File: src/rtl/can_err_pkg.sv
package can_err_pkg;
    localparam int BYTE_W   = 8;
    localparam int ADDR_W   = 3;
    localparam int N_EVT    = 8;
    localparam int N_CODE   = 7;
    localparam int SUM_BIT  = 5;

    typedef enum logic [ADDR_W-1:0] {
        REG_FLAG   = 3'd0,
        REG_FLAGEN = 3'd1,
        REG_CODE   = 3'd2,
        REG_TXCNT  = 3'd3,
        REG_RXCNT  = 3'd4,
        REG_STAT   = 3'd5,
        REG_IRQEN  = 3'd6,
        REG_NONE   = 3'd7
    } reg_sel_e;

    typedef enum logic {
        SUM_QUIET  = 1'b0,
        SUM_RAISED = 1'b1
    } sum_state_e;
endpackage

File: src/rtl/err_flag_bank.sv
module err_flag_bank #(
    parameter int N = 8
) (
    input  logic         clk,
    input  logic         rst_n,
    input  logic [N-1:0] evt_i,
    input  logic         wr_flag_i,
    input  logic         wr_en_i,
    input  logic [N-1:0] wdata_i,
    output logic [N-1:0] flag_o,
    output logic [N-1:0] en_o
);
    logic [N-1:0] flag_q;
    logic [N-1:0] en_q;

    // one sticky cell per event; the set input dominates the clearing write
    for (genvar g = 0; g < N; g++) begin : g_cell
        logic clr;
        assign clr = wr_flag_i && !wdata_i[g];
        always_ff @(posedge clk) begin
            if (!rst_n)          flag_q[g] <= 1'b0;
            else if (evt_i[g])   flag_q[g] <= 1'b1;
            else if (clr)        flag_q[g] <= 1'b0;
        end
    end

    always_ff @(posedge clk) begin
        if (!rst_n)       en_q <= '0;
        else if (wr_en_i) en_q <= wdata_i;
    end

    assign flag_o = flag_q;
    assign en_o   = en_q;

    AST_EVT_LATCHES: assert property (@(posedge clk) disable iff (!rst_n)
        (evt_i != '0) |=> ((flag_q & $past(evt_i)) == $past(evt_i)));
    AST_ZERO_CLEARS: assert property (@(posedge clk) disable iff (!rst_n)
        (wr_flag_i && evt_i == '0) |=> (flag_q == ($past(flag_q) & $past(wdata_i))));
    AST_FLAG_HOLDS: assert property (@(posedge clk) disable iff (!rst_n)
        (!wr_flag_i && evt_i == '0) |=> $stable(flag_q));
endmodule

File: src/rtl/err_code_store.sv
module err_code_store #(
    parameter int NC = 7
) (
    input  logic        clk,
    input  logic        rst_n,
    input  logic [NC-1:0] perr_i,
    input  logic        wr_i,
    input  logic [NC:0] wdata_i,
    output logic [NC:0] code_o
);
    logic          accum_q;
    logic [NC-1:0] bits_q;
    logic [NC-1:0] kept;
    logic [NC-1:0] bits_d;

    always_comb begin
        kept = wr_i ? (bits_q & wdata_i[NC-1:0]) : bits_q;
        if (accum_q)
            bits_d = kept | perr_i;
        else if (perr_i != '0)
            bits_d = perr_i;
        else
            bits_d = kept;
    end

    always_ff @(posedge clk) begin
        if (!rst_n) begin
            accum_q <= 1'b0;
            bits_q  <= '0;
        end else begin
            bits_q <= bits_d;
            if (wr_i) accum_q <= wdata_i[NC];
        end
    end

    assign code_o = {accum_q, bits_q};

    AST_LATEST_ONLY: assert property (@(posedge clk) disable iff (!rst_n)
        (!accum_q && perr_i != '0) |=> (bits_q == $past(perr_i)));
    AST_ACCUM_KEEPS: assert property (@(posedge clk) disable iff (!rst_n)
        (accum_q && perr_i != '0 && !wr_i) |=> (bits_q == ($past(bits_q) | $past(perr_i))));
    AST_MODE_LOAD: assert property (@(posedge clk) disable iff (!rst_n)
        wr_i |=> (accum_q == $past(wdata_i[NC])));
endmodule

File: src/rtl/err_summary_fsm.sv
module err_summary_fsm
    import can_err_pkg::*;
#(
    parameter int N = 8
) (
    input  logic         clk,
    input  logic         rst_n,
    input  logic [N-1:0] flag_i,
    input  logic [N-1:0] en_i,
    output logic         raised_o
);
    sum_state_e state_q, state_d;
    logic       pending;

    assign pending = |(flag_i & en_i);

    always_comb begin
        state_d = state_q;
        unique case (state_q)
            SUM_QUIET:  if (pending)  state_d = SUM_RAISED; // pending seen
            SUM_RAISED: if (!pending) state_d = SUM_QUIET;  // all serviced
            default:                  state_d = SUM_QUIET;
        endcase
    end

    always_ff @(posedge clk) begin
        if (!rst_n) state_q <= SUM_QUIET;
        else        state_q <= state_d;
    end

    always_comb begin
        raised_o = (state_q == SUM_RAISED);
    end

    AST_RAISE_FOLLOWS: assert property (@(posedge clk) disable iff (!rst_n)
        pending |=> raised_o);
    AST_DROP_FOLLOWS: assert property (@(posedge clk) disable iff (!rst_n)
        !pending |=> !raised_o);
endmodule

File: src/rtl/can_err_capture.sv
module can_err_capture
    import can_err_pkg::*;
(
    input  logic                clk,
    input  logic                rst_n,
    input  logic [N_EVT-1:0]    evt_i,
    input  logic [N_CODE-1:0]   perr_i,
    input  logic [BYTE_W-1:0]   tx_cnt_i,
    input  logic [BYTE_W-1:0]   rx_cnt_i,
    input  logic                cpu_wr_i,
    input  logic [ADDR_W-1:0]   cpu_addr_i,
    input  logic [BYTE_W-1:0]   cpu_wdata_i,
    output logic [BYTE_W-1:0]   cpu_rdata_o,
    output logic                err_irq_o
);
    logic [N_EVT-1:0]  flags;
    logic [N_EVT-1:0]  flag_en;
    logic [N_CODE:0]   code;
    logic              raised;
    logic              irq_en_q;
    logic [BYTE_W-1:0] tx_cnt_q;
    logic [BYTE_W-1:0] rx_cnt_q;
    logic              wr_flag, wr_flagen, wr_code, wr_irqen;

    assign wr_flag   = cpu_wr_i && (cpu_addr_i == REG_FLAG);
    assign wr_flagen = cpu_wr_i && (cpu_addr_i == REG_FLAGEN);
    assign wr_code   = cpu_wr_i && (cpu_addr_i == REG_CODE);
    assign wr_irqen  = cpu_wr_i && (cpu_addr_i == REG_IRQEN);

    err_flag_bank #(.N(N_EVT)) u_flags (
        .clk       (clk),
        .rst_n     (rst_n),
        .evt_i     (evt_i),
        .wr_flag_i (wr_flag),
        .wr_en_i   (wr_flagen),
        .wdata_i   (cpu_wdata_i),
        .flag_o    (flags),
        .en_o      (flag_en)
    );

    err_code_store #(.NC(N_CODE)) u_code (
        .clk     (clk),
        .rst_n   (rst_n),
        .perr_i  (perr_i),
        .wr_i    (wr_code),
        .wdata_i (cpu_wdata_i[N_CODE:0]),
        .code_o  (code)
    );

    err_summary_fsm #(.N(N_EVT)) u_sum (
        .clk      (clk),
        .rst_n    (rst_n),
        .flag_i   (flags),
        .en_i     (flag_en),
        .raised_o (raised)
    );

    always_ff @(posedge clk) begin
        if (!rst_n) begin
            irq_en_q <= 1'b0;
            tx_cnt_q <= '0;
            rx_cnt_q <= '0;
        end else begin
            tx_cnt_q <= tx_cnt_i;
            rx_cnt_q <= rx_cnt_i;
            if (wr_irqen) irq_en_q <= cpu_wdata_i[SUM_BIT];
        end
    end

    always_comb begin
        cpu_rdata_o = '0;
        unique case (cpu_addr_i)
            REG_FLAG:   cpu_rdata_o = flags;
            REG_FLAGEN: cpu_rdata_o = flag_en;
            REG_CODE:   cpu_rdata_o = code;
            REG_TXCNT:  cpu_rdata_o = tx_cnt_q;
            REG_RXCNT:  cpu_rdata_o = rx_cnt_q;
            REG_STAT:   cpu_rdata_o[SUM_BIT] = raised;
            REG_IRQEN:  cpu_rdata_o[SUM_BIT] = irq_en_q;
            default:    cpu_rdata_o = '0;
        endcase
    end

    assign err_irq_o = raised && irq_en_q;

    AST_TX_TRACK: assert property (@(posedge clk) disable iff (!rst_n)
        1'b1 |=> (tx_cnt_q == $past(tx_cnt_i)));
    AST_RX_TRACK: assert property (@(posedge clk) disable iff (!rst_n)
        1'b1 |=> (rx_cnt_q == $past(rx_cnt_i)));
    AST_IRQ_NEEDS_FLAG: assert property (@(posedge clk) disable iff (!rst_n)
        (err_irq_o && !$past(wr_flag) && !$past(wr_flagen)) |-> ($past(flags & flag_en) != '0));
endmodule

File: config.mk
export PLATFORM = sky130hd
export DESIGN_NAME = can_err_capture
export DESIGN_NICKNAME = d
export VERILOG_FILES = /design/src/rtl/can_err_pkg.sv /design/src/rtl/err_flag_bank.sv /design/src/rtl/err_code_store.sv /design/src/rtl/err_summary_fsm.sv /design/src/rtl/can_err_capture.sv
export SDC_FILE = /design/constraint.sdc
export NUM_CORES = 1
export LEC_CHECK = 0
export ABC_CLOCK_PERIOD_IN_PS = 3100
export CAP_MARGIN = 20
export CORE_MARGIN = 3
export CORE_UTILIZATION = 35
export CTS_CLUSTER_DIAMETER = 30
export DETAILED_ROUTE_END_ITERATION = 16
export DONT_BUFFER_PORTS = 1
export GPL_TIMING_DRIVEN = 0
export PLACE_DENSITY = 0.53
export SLEW_MARGIN = 30
export SYNTH_ARGS = -nofsm -noshare
export SYNTH_HDL_FRONTEND = slang
export SYNTH_SLANG_ARGS = --single-unit
export TNS_END_PERCENT = 50
File: constraint.sdc
create_clock -name clk -period 3.1 [get_ports clk]
set_input_delay 0.775 -clock clk [delete_from_list [all_inputs] [get_ports clk]]
set_output_delay 0.775 -clock clk [all_outputs]
set_load 0.1 [all_outputs]
==> results of run 1 <==
## metrics by stage
step | worst slack [ns] | hold slack (ns) | std cells | total power [mW]
after floorplan | -0.467 | 0.452 | 189 | 0.722
after global placement | -0.711 | 0.471 | 256 | 0.747
after detailed placement | -0.422 | 0.474 | 257 | 0.770
after CTS | 0.139 | 0.486 | 265 | 1.20
after global routing | 0.0753 | 0.501 | 265 | 1.24
final | 0.143 | 0.484 | 265 | 1.19
## cell usage after synthesis (2+ instances only)
cell type  instances
o21ai_1            7
o21ai_2            8
nor2_1            10
a22oi_1            4
o211ai_1           7
mux2i_1           24
buf_2              4
o22ai_1            6
dfxtp_1           42
and2_1            17
a21oi_1            9
clkbuf_1           6
inv_1             10
nand3b_1           2
nand2_1            9
o21ai_0            2
buf_6              2
a2bb2oi_1          6
nor3_1             2
## flip-flops by register name (all words and copies together) (netlist names)
signal / count
irq_en_q: 1
rx_cnt_q: 8
tx_cnt_q: 8
u_code.accum_q: 1
u_code.bits_q: 7
u_flags.en_o: 8
u_flags.flag_o: 8
u_sum.raised_o: 1
## timing repair
item / in CTS / in global routing
endpoints found under the setup margin: 1 / 0
resized for setup: 2 / 0
hold buffers: 0 / 0
endpoints found under the hold margin: 0 / 0
## per-layer routing
layer | share of wire (%) | vias up | track usage [%]
li1 | - | 694 | -
met1 | 42 | 725 | 22.7
met2 | 47 | 62 | 28.3
met3 | 8.6 | 12 | 6.77
met4 | 1.8 | 0 | 5.42
met5 | 0 | - | 0
## critical path, delay by kind of cell
| kind | cells | cell delay (ns) |
|---|---|---|
| compound gates | 2 | 0.69 |
| buf+inv | 1 | 0.12 |
| simple gates | 1 | 0.58 |
## cells by family after synthesis
| kind of cell | after synthesis | synth area share [%] |
|---|---|---|
| AND/OR/NAND/NOR | 47 | 14.3 |
| multiplexers | 25 | 14.5 |
| buffers and inverters | 23 | 5.79 |
| AO/OA/AOI/OAI | 52 | 19.6 |
| flip-flops | 42 | 45.8 |
## final cells by class
class | instances | area (µm²) | share of cell area [%]
plain buffers | 12 | 66.3 | 3.09
clock buffers | 6 | 72.6 | 3.39
clock inverters | 2 | 37.5 | 1.75
inverters | 11 | 41.3 | 1.93
multi-input cells | 124 | 986 | 46.0
flip-flops and latches | 42 | 841 | 39.2
well taps | 67 | 83.8 | 3.91
repair buffers | 1 | 15.0 | 0.701
## power by group through the flow
stage	clock, mW	sequential (mW)	combinational [mW]
after floorplan	0	0.589	0.133
after global placement	0	0.594	0.153
after detailed placement	0	0.595	0.175
after CTS	0.438	0.582	0.176
after global routing	0.467	0.584	0.187
final	0.433	0.582	0.175
## how the worst min path moves through the flow
stage	endpoint	cells after the start
2_1_floorplan	u_flags.flag_o[3]	2
3_3_place_gp	u_flags.flag_o[1]	2
3_5_place_dp	u_flags.flag_o[3]	2
4_1_cts	u_flags.flag_o[3]	2
5_1_grt	u_flags.flag_o[3]	2
6_report	u_flags.flag_o[3]	2
==> flow_metrics.tcl, run 1 <==
set metrics [dict create \
    drt_iter0_drc 86 \
    synth_area_leader_cell "dfxtp_1" \
    routed_wl_mm 5.20 \
    p_leak_nw 0.807 \
    ys_seq_area_share_pct 45.8 \
    ys_types 31 \
    tritoncts "yes" \
    mostFrequentLayoutCells "dfxtp_1, mux2i_1, and2_1" \
    io_pins 54 \
    cts_sinks 42 \
    portBuffers 0 \
    cp_slowest_cell "a221o_2" \
    antenna_left 0 \
    layout_commonest_cell "dfxtp_1" \
    pwr-share-seq_pct 48.9 \
    core_area_um2 4880 \
    drive_above_1_share_pct 15.7 \
    final-max-slew-violation-count 0 \
    finalSetupTns_ns 0 \
    clkTransAtPathRegs_ns 0.08 \
    period_share_pct 95.4 \
    dieArea_um2 6150 \
    drc 0 \
    max-vdd-ir-drop_mv 0.234 \
    switching_share_pct 27.4 \
    cp_cell_sequence "buf_6 -> nand2b_1 -> o21ai_1 -> a221o_2" \
    reg2reg_slack_ns 2.03 \
    fin_crit_ns 2.96 \
    gr-total-overflow 0 \
    r2r-start "u_code.accum_q" \
    groute.usage.overall_pct 17.9 \
    critPathArrivalTime_ns 2.18 \
    die_width_um 78.4 \
    status "finished clean" \
    reg2reg_depth 2 \
    vias 1493 \
    finalHoldViolations 0 \
    reg2reg_to "u_code.bits_q[2]" \
    synth_nets 234 \
    fillers 489 \
    worst_pin_slew_ns 0.966 \
    htreeDepth 2 \
    synth_area_per_cell_um2 9.71 \
    setup_viol 0 \
    async_flop_share_pct 0 \
    grt_max_degree 14 \
    wl_per_cell_um 19.6 \
    internal_power_mw 0.864 \
    start_kind "input port" \
    relSlewSlack_pct 36.1 \
    hp-class "flip-flop to flip-flop" \
    design_area_um2 2140 \
    grt_pass1_vias 1488 \
    dr.pass1.iters 4 \
    switchingPower_mw 0.326 \
    cts_buffer_depth 2 \
    cts_made_buffers 5 \
    rsz0062_at_grt "false" \
    drv_cap 0 \
    fmax_mhz 338 \
    start_util_pct 37.6 \
    synth_edf_count 0 \
    area_growth_pct 16.8 \
    utilization_pct 43.9 \
    grt_first_pass_wirelength_mm 8.31 \
    gp_congestion 0.813 \
    clock_latency_ns 0.30 \
    worst_ep_required_time_ns 2.32 \
    crit_path_end_kind "output pin" \
    viasPerCell 5.63 \
    worstSetupStartpoint "cpu_addr_i[0]" \
    antenna_found_initial 0 \
    diodes 0 \
    clock_skew_ns 0.00620 \
    synth.top_cell.area_share_pct 45.8 \
    placed_area_um2 2030 \
    critical_path_class "input port to output pin" \
    worstHoldStart "u_flags.flag_o[3]" \
    synth-main-ff-cell "dfxtp_1" \
    nNetsFinal 242 \
    num_rows 25 \
    combPwrFrac_pct 14.7 \
    ys_warn_count 0 \
    dp.final_hpwl_mm 3.85 \
    clock_power_share_pct 36.4 \
    power_per_cell_area_nw_per_um2 555 \
    cts_setup_buffers 0 \
    synth_area_um2 1840 \
    cts-root-buf "clkbuf_8" \
    die_y_um 78.4 \
    netlist_instances 189 \
    max_stage_delay_ns 0.59 \
    crit_fanout 8 \
    ys_ff_latch 42 \
    crit_path_end "cpu_rdata_o[5]" \
    synthTopCellsByArea "dfxtp_1, mux2i_1, and2_1, o21ai_2, o211ai_1" \
]
(Power assumes the default switching activity.)
==> run 2: changes to the inputs <==
- CORE_UTILIZATION: 35 -> 40
- PLACE_DENSITY: 0.53 -> 0.58
==> flow_metrics.tcl, run 2 (synthesized netlist as in run 1, its figures left out) <==
set metrics [dict create \
    start_util_pct 41.9 \
    worstHoldStart "u_flags.flag_o[3]" \
    reg2reg_depth 2 \
    vias 1412 \
    whs_path_depth 2 \
    cts-root-buf "clkbuf_8" \
    placed_area_um2 2010 \
    num_rows 24 \
    grt_first_pass_wirelength_mm 7.71 \
    finalPower_mw 1.12 \
    dp.final_hpwl_mm 3.49 \
    drt_iter0_drc 75 \
    nNetsFinal 242 \
    dieArea_um2 5440 \
    critical_path_class "input port to output pin" \
    multi_input_area_um2 986 \
    htreeDepth 2 \
    diodes 0 \
    reg2reg_slack_ns 2.03 \
    viasPerCell 5.65 \
    gr-total-overflow 0 \
    mostFrequentLayoutCells "dfxtp_1, mux2i_1, and2_1" \
    crit_fanout 8 \
    drive_above_1_share_pct 16.2 \
    start_kind "input port" \
    area_growth_pct 14.9 \
    grt_pass1_vias 1501 \
    p_leak_nw 0.803 \
    die_width_um 73.7 \
    status "finished clean" \
    period_share_pct 94.1 \
    placedCellCount 242 \
    routed_wl_mm 4.75 \
    relSlewSlack_pct 36.2 \
    core_area_um2 4380 \
    seq_area_um2 841 \
    antenna_left 0 \
    power_per_cell_area_nw_per_um2 532 \
    clock_skew_ns 0.00726 \
    grt_max_degree 14 \
    portBuffers 0 \
    drv_cap 0 \
    reg2reg_to "u_code.bits_q[3]" \
    worst_pin_slew_ns 0.963 \
    tritoncts "yes" \
    clock_latency_ns 0.28 \
    setup_viol 0 \
    cts_made_buffers 5 \
    fin_crit_ns 2.92 \
    finalHoldViolations 0 \
    fmax_mhz 343 \
    critPathArrivalTime_ns 2.14 \
    final-max-slew-violation-count 0 \
    fillers 434 \
    min_to "u_flags.flag_o[3]" \
    drc 0 \
    worst_ep_required_time_ns 2.32 \
    wl_per_cell_um 19.0 \
    cts_sinks 42 \
    crit_path_end_kind "output pin" \
    fin_cells 250 \
    layout_commonest_cell "dfxtp_1" \
    cts_buffer_depth 2 \
    clkTransAtPathRegs_ns 0.08 \
    io_pins 54 \
    gp_congestion 0.785 \
    hp-class "flip-flop to flip-flop" \
    max-vdd-ir-drop_mv 0.310 \
    groute.usage.overall_pct 18.8 \
    rsz0062_at_grt "false" \
    design_area_um2 2110 \
    dr.pass1.iters 4 \
    finalSetupTns_ns 0 \
    cts_setup_buffers 0 \
    antenna_found_initial 0 \
    r2r-start "u_code.accum_q" \
    die_y_um 73.7 \
]
run 2: changes by cell type in the layout (fill, tap and decap cells not counted), sizes merged:
cell	previous run	this run
bufinv	1	0
clkinv	1	2
run 2: layout make-up:
type,count,area share (%)
inverter,11,1.96
tap,52,3.08
buffer,12,3.14
sequential,42,39.9
timing repair buffer,1,0.712
multi-input combinational,124,46.7
clock inverter,2,0.593
clock buffer,6,3.91
run 2: routing by layer:
| layer | track usage, % | wire (µm) | vias up | part of all wire [%] |
|---|---|---|---|---|
| met3 | 7.25 | 402 | 2 | 8.5 |
| met2 | 30.1 | 2260 | 42 | 48 |
| li1 | - | - | 694 | - |
| met4 | 3.82 | 24 | 0 | 0.51 |
| met5 | 0 | 0 | - | 0 |
| met1 | 24.0 | 2060 | 674 | 43 |
run 2: what timing repair did:
action / CTS / global route
resized for setup: 2 / 0
hold buffers: 0 / 0
endpoints found under the setup margin: 1 / 0
run 2: worst max-delay path by stage:
stage	startpoint	to	slack, ns
floorplan	cpu_addr_i[2]	cpu_rdata_o[4]	-0.47
global placement	cpu_addr_i[2]	cpu_rdata_o[4]	-0.70
detailed placement	cpu_addr_i[0]	cpu_rdata_o[5]	-0.45
CTS	cpu_addr_i[0]	cpu_rdata_o[5]	0.16
global route	cpu_addr_i[0]	cpu_rdata_o[5]	0.10
finish	cpu_addr_i[0]	cpu_rdata_o[5]	0.18
run 2: stage by stage:
step | util (%) | hold slack, ns | setup slack (ns)
after detailed placement | 45.9 | 0.474 | -0.453
final | 48.1 | 0.488 | 0.184
after CTS | 48.1 | 0.488 | 0.161
after global routing | 48.1 | 0.517 | 0.100
after floorplan | - | 0.452 | -0.467
after global placement | 43.8 | 0.468 | -0.696
run 2: critical path, stage by stage:
cell,delay (ns)
buf_6,0.11
nand2b_1,0.54
o21ai_1,0.12
a221o_2,0.59
run 2: report_power, final:
| part | switching, mW | internal (mW) |
|---|---|---|
| Clock | 0.189 | 0.179 |
| Combinational | 0.115 | 0.0572 |
| Sequential | 0.0156 | 0.566 |
==> run 3: changes to the inputs <==
- CORE_ASPECT_RATIO: unset -> 0.7
- SLEW_MARGIN: 30 -> 20
- SYNTH_HIERARCHICAL: unset -> 1
==> flow_metrics.tcl, run 3 <==
set metrics [dict create \
    netlist_instances 193 \
    diodes 0 \
    die_width_um 90.1 \
    drv_cap 0 \
    core_area_um2 4550 \
    synth_area_per_cell_um2 10.2 \
    crit_fanout 10 \
    async_flop_share_pct 0 \
    synth.top_cell.area_share_pct 42.5 \
    start_util_pct 43.4 \
    setup_viol 0 \
    period_share_pct 92.0 \
    whs_path_depth 2 \
    start_kind "input port" \
    fin_hold_ws_ns 0.498 \
    ys_types 34 \
    tritoncts "yes" \
    layout_commonest_cell "dfxtp_1" \
    ctsHoldBuffers 0 \
    fmax_mhz 351 \
    critPathArrivalTime_ns 2.08 \
    gp_congestion 0.811 \
    yosysMostFrequentCell "dfxtp_1" \
    crit_path_end_kind "output pin" \
    synth_nets 238 \
    placedCellCount 259 \
    finalHoldViolations 0 \
    power_per_cell_area_nw_per_um2 495 \
    relSlewSlack_pct 35.5 \
    synth_area_um2 1980 \
    final-max-slew-violation-count 0 \
    viasPerCell 5.36 \
    clkTransAtPathRegs_ns 0.07 \
    area_growth_pct 9.30 \
    cts_sinks 42 \
    critical_path_class "input port to output pin" \
    grt_max_degree 26 \
    worstHoldStart "irq_en_q" \
    ys_warn_count 6 \
    clock_skew_ns 0.00363 \
    synth_edf_count 0 \
    fin_crit_ns 2.85 \
    io_pins 54 \
    worst_ep_required_time_ns 2.32 \
    mostFrequentLayoutCells "dfxtp_1, and2_1, mux2i_1" \
    wl_per_cell_um 18.0 \
    nNetsFinal 245 \
    drc 0 \
    finalSetupTns_ns 0 \
    cts_made_buffers 5 \
    htreeDepth 2 \
    worst_pin_slew_ns 0.974 \
    antenna_found_initial 0 \
    reg2reg_depth 3 \
    max-vdd-ir-drop_mv 0.217 \
    cts_buffer_depth 2 \
    reg2reg_to "u_code/bits_q[5]" \
    die_y_um 64.8 \
    num_rows 20 \
    ys_seq_area_share_pct 42.5 \
    ys_ff_latch 42 \
    dp.final_hpwl_mm 3.72 \
    synthTopCellsByArea "dfxtp_1, mux2i_1, and2_1, mux2_2, nor3b_1" \
    drive_above_1_share_pct 23.0 \
    status "finished clean" \
    synth_area_leader_cell "dfxtp_1" \
    p_leak_nw 0.767 \
    synth-main-ff-cell "dfxtp_1" \
    groute.usage.overall_pct 17.4 \
    gr-total-overflow 0 \
    hp-class "flip-flop to flip-flop" \
    reg2reg_slack_ns 2.04 \
    clock_latency_ns 0.29 \
    crit_path_end "cpu_rdata_o[2]" \
    grt_first_pass_wirelength_mm 7.83 \
    antenna_left 0 \
    worstSetupStartpoint "cpu_addr_i[1]" \
    rsz0062_at_grt "false" \
    r2r-start "u_code/accum_q" \
    utilization_pct 47.5 \
    dieArea_um2 5840 \
    synth.top_cells.by_count "dfxtp_1, and2_1, mux2i_1, nor2_1, nor3b_1" \
    fin_cells 266 \
    vias 1425 \
    dr.pass1.iters 4 \
    routed_wl_mm 4.78 \
    drt_iter0_drc 57 \
    portBuffers 0 \
    grt_pass1_vias 1563 \
    cts-root-buf "clkbuf_8" \
]
[run 3: cell count changes after synthesis, moves of 7 or more]
cell and delta:
mux2_2 +7, a21oi_2 +8, nor2b_1 +9, mux2i_1 -8, nand2b_1 +8, nand2_1 -7
o21ai_1 -7, inv_1 -7, nor3b_1 +10, a211oi_1 +7, o211ai_1 -7
[run 3: worst max-delay path: stages]
cell and delay (ns):
buf_4 0.17, buf_2 0.22, nor3b_1 0.21, a211o_1 0.70
[run 3: cell type report]
type                            instances  area (µm²)
Clock buffer                            7        76.3
Fill cell                             455        2390
Inverter                                3        11.3
Tap cell                               66        82.6
Multi-Input combinational cell        138        1080
Sequential cell                        42         841
Buffer                                 10        71.3
[run 3: kinds of logic after synthesis]
kind of cell / share of synthesized area, %
flip-flops: 42.5
AND/OR/NAND/NOR: 21.3
AO/OA/AOI/OAI: 17.5
multiplexers: 14.5
buffers and inverters: 4.17
[run 3: metrics by stage]
step | power, mW | setup slack [ns] | instance area, µm²
after detailed placement | 0.752 | -0.0122 | 2070
after global placement | 0.747 | 0.00925 | 2070
after global routing | 1.12 | 0.166 | 2160
after CTS | 1.08 | 0.000391 | 2150
after floorplan | 0.729 | 0.232 | 1980
final | 1.07 | 0.247 | 2160
[run 3: worst min-delay path by stage]
stage | to | slack [ns]
2_1_floorplan | irq_en_q | 0.46
3_3_place_gp | irq_en_q | 0.47
3_5_place_dp | irq_en_q | 0.49
4_1_cts | irq_en_q | 0.50
5_1_grt | irq_en_q | 0.54
6_report | irq_en_q | 0.50
[run 3: metal layers]
layer  routed length (µm)  global-route usage [%]  up-vias
li1                     -                       -      707
met1                 2140                    20.3      670
met2                 2300                    30.3       41
met3                  276                    5.45        7
met4                   70                    6.30        0
met5                    0                       0        -
[run 3: repair_timing]
item / in CTS / in global routing
pin swaps: 0 / 0
setup buffers: 0 / 0
gates cloned: 0 / 0
gates resized for setup: 2 / 4
setup endpoints to repair: 2 / 4
[run 3: power by group]
| part | leakage [nW] | internal, mW | switching, mW |
|---|---|---|---|
| combinational | 0.381 | 0.0582 | 0.101 |
| clock | 0.0383 | 0.155 | 0.173 |
| sequential | 0.347 | 0.566 | 0.0157 |
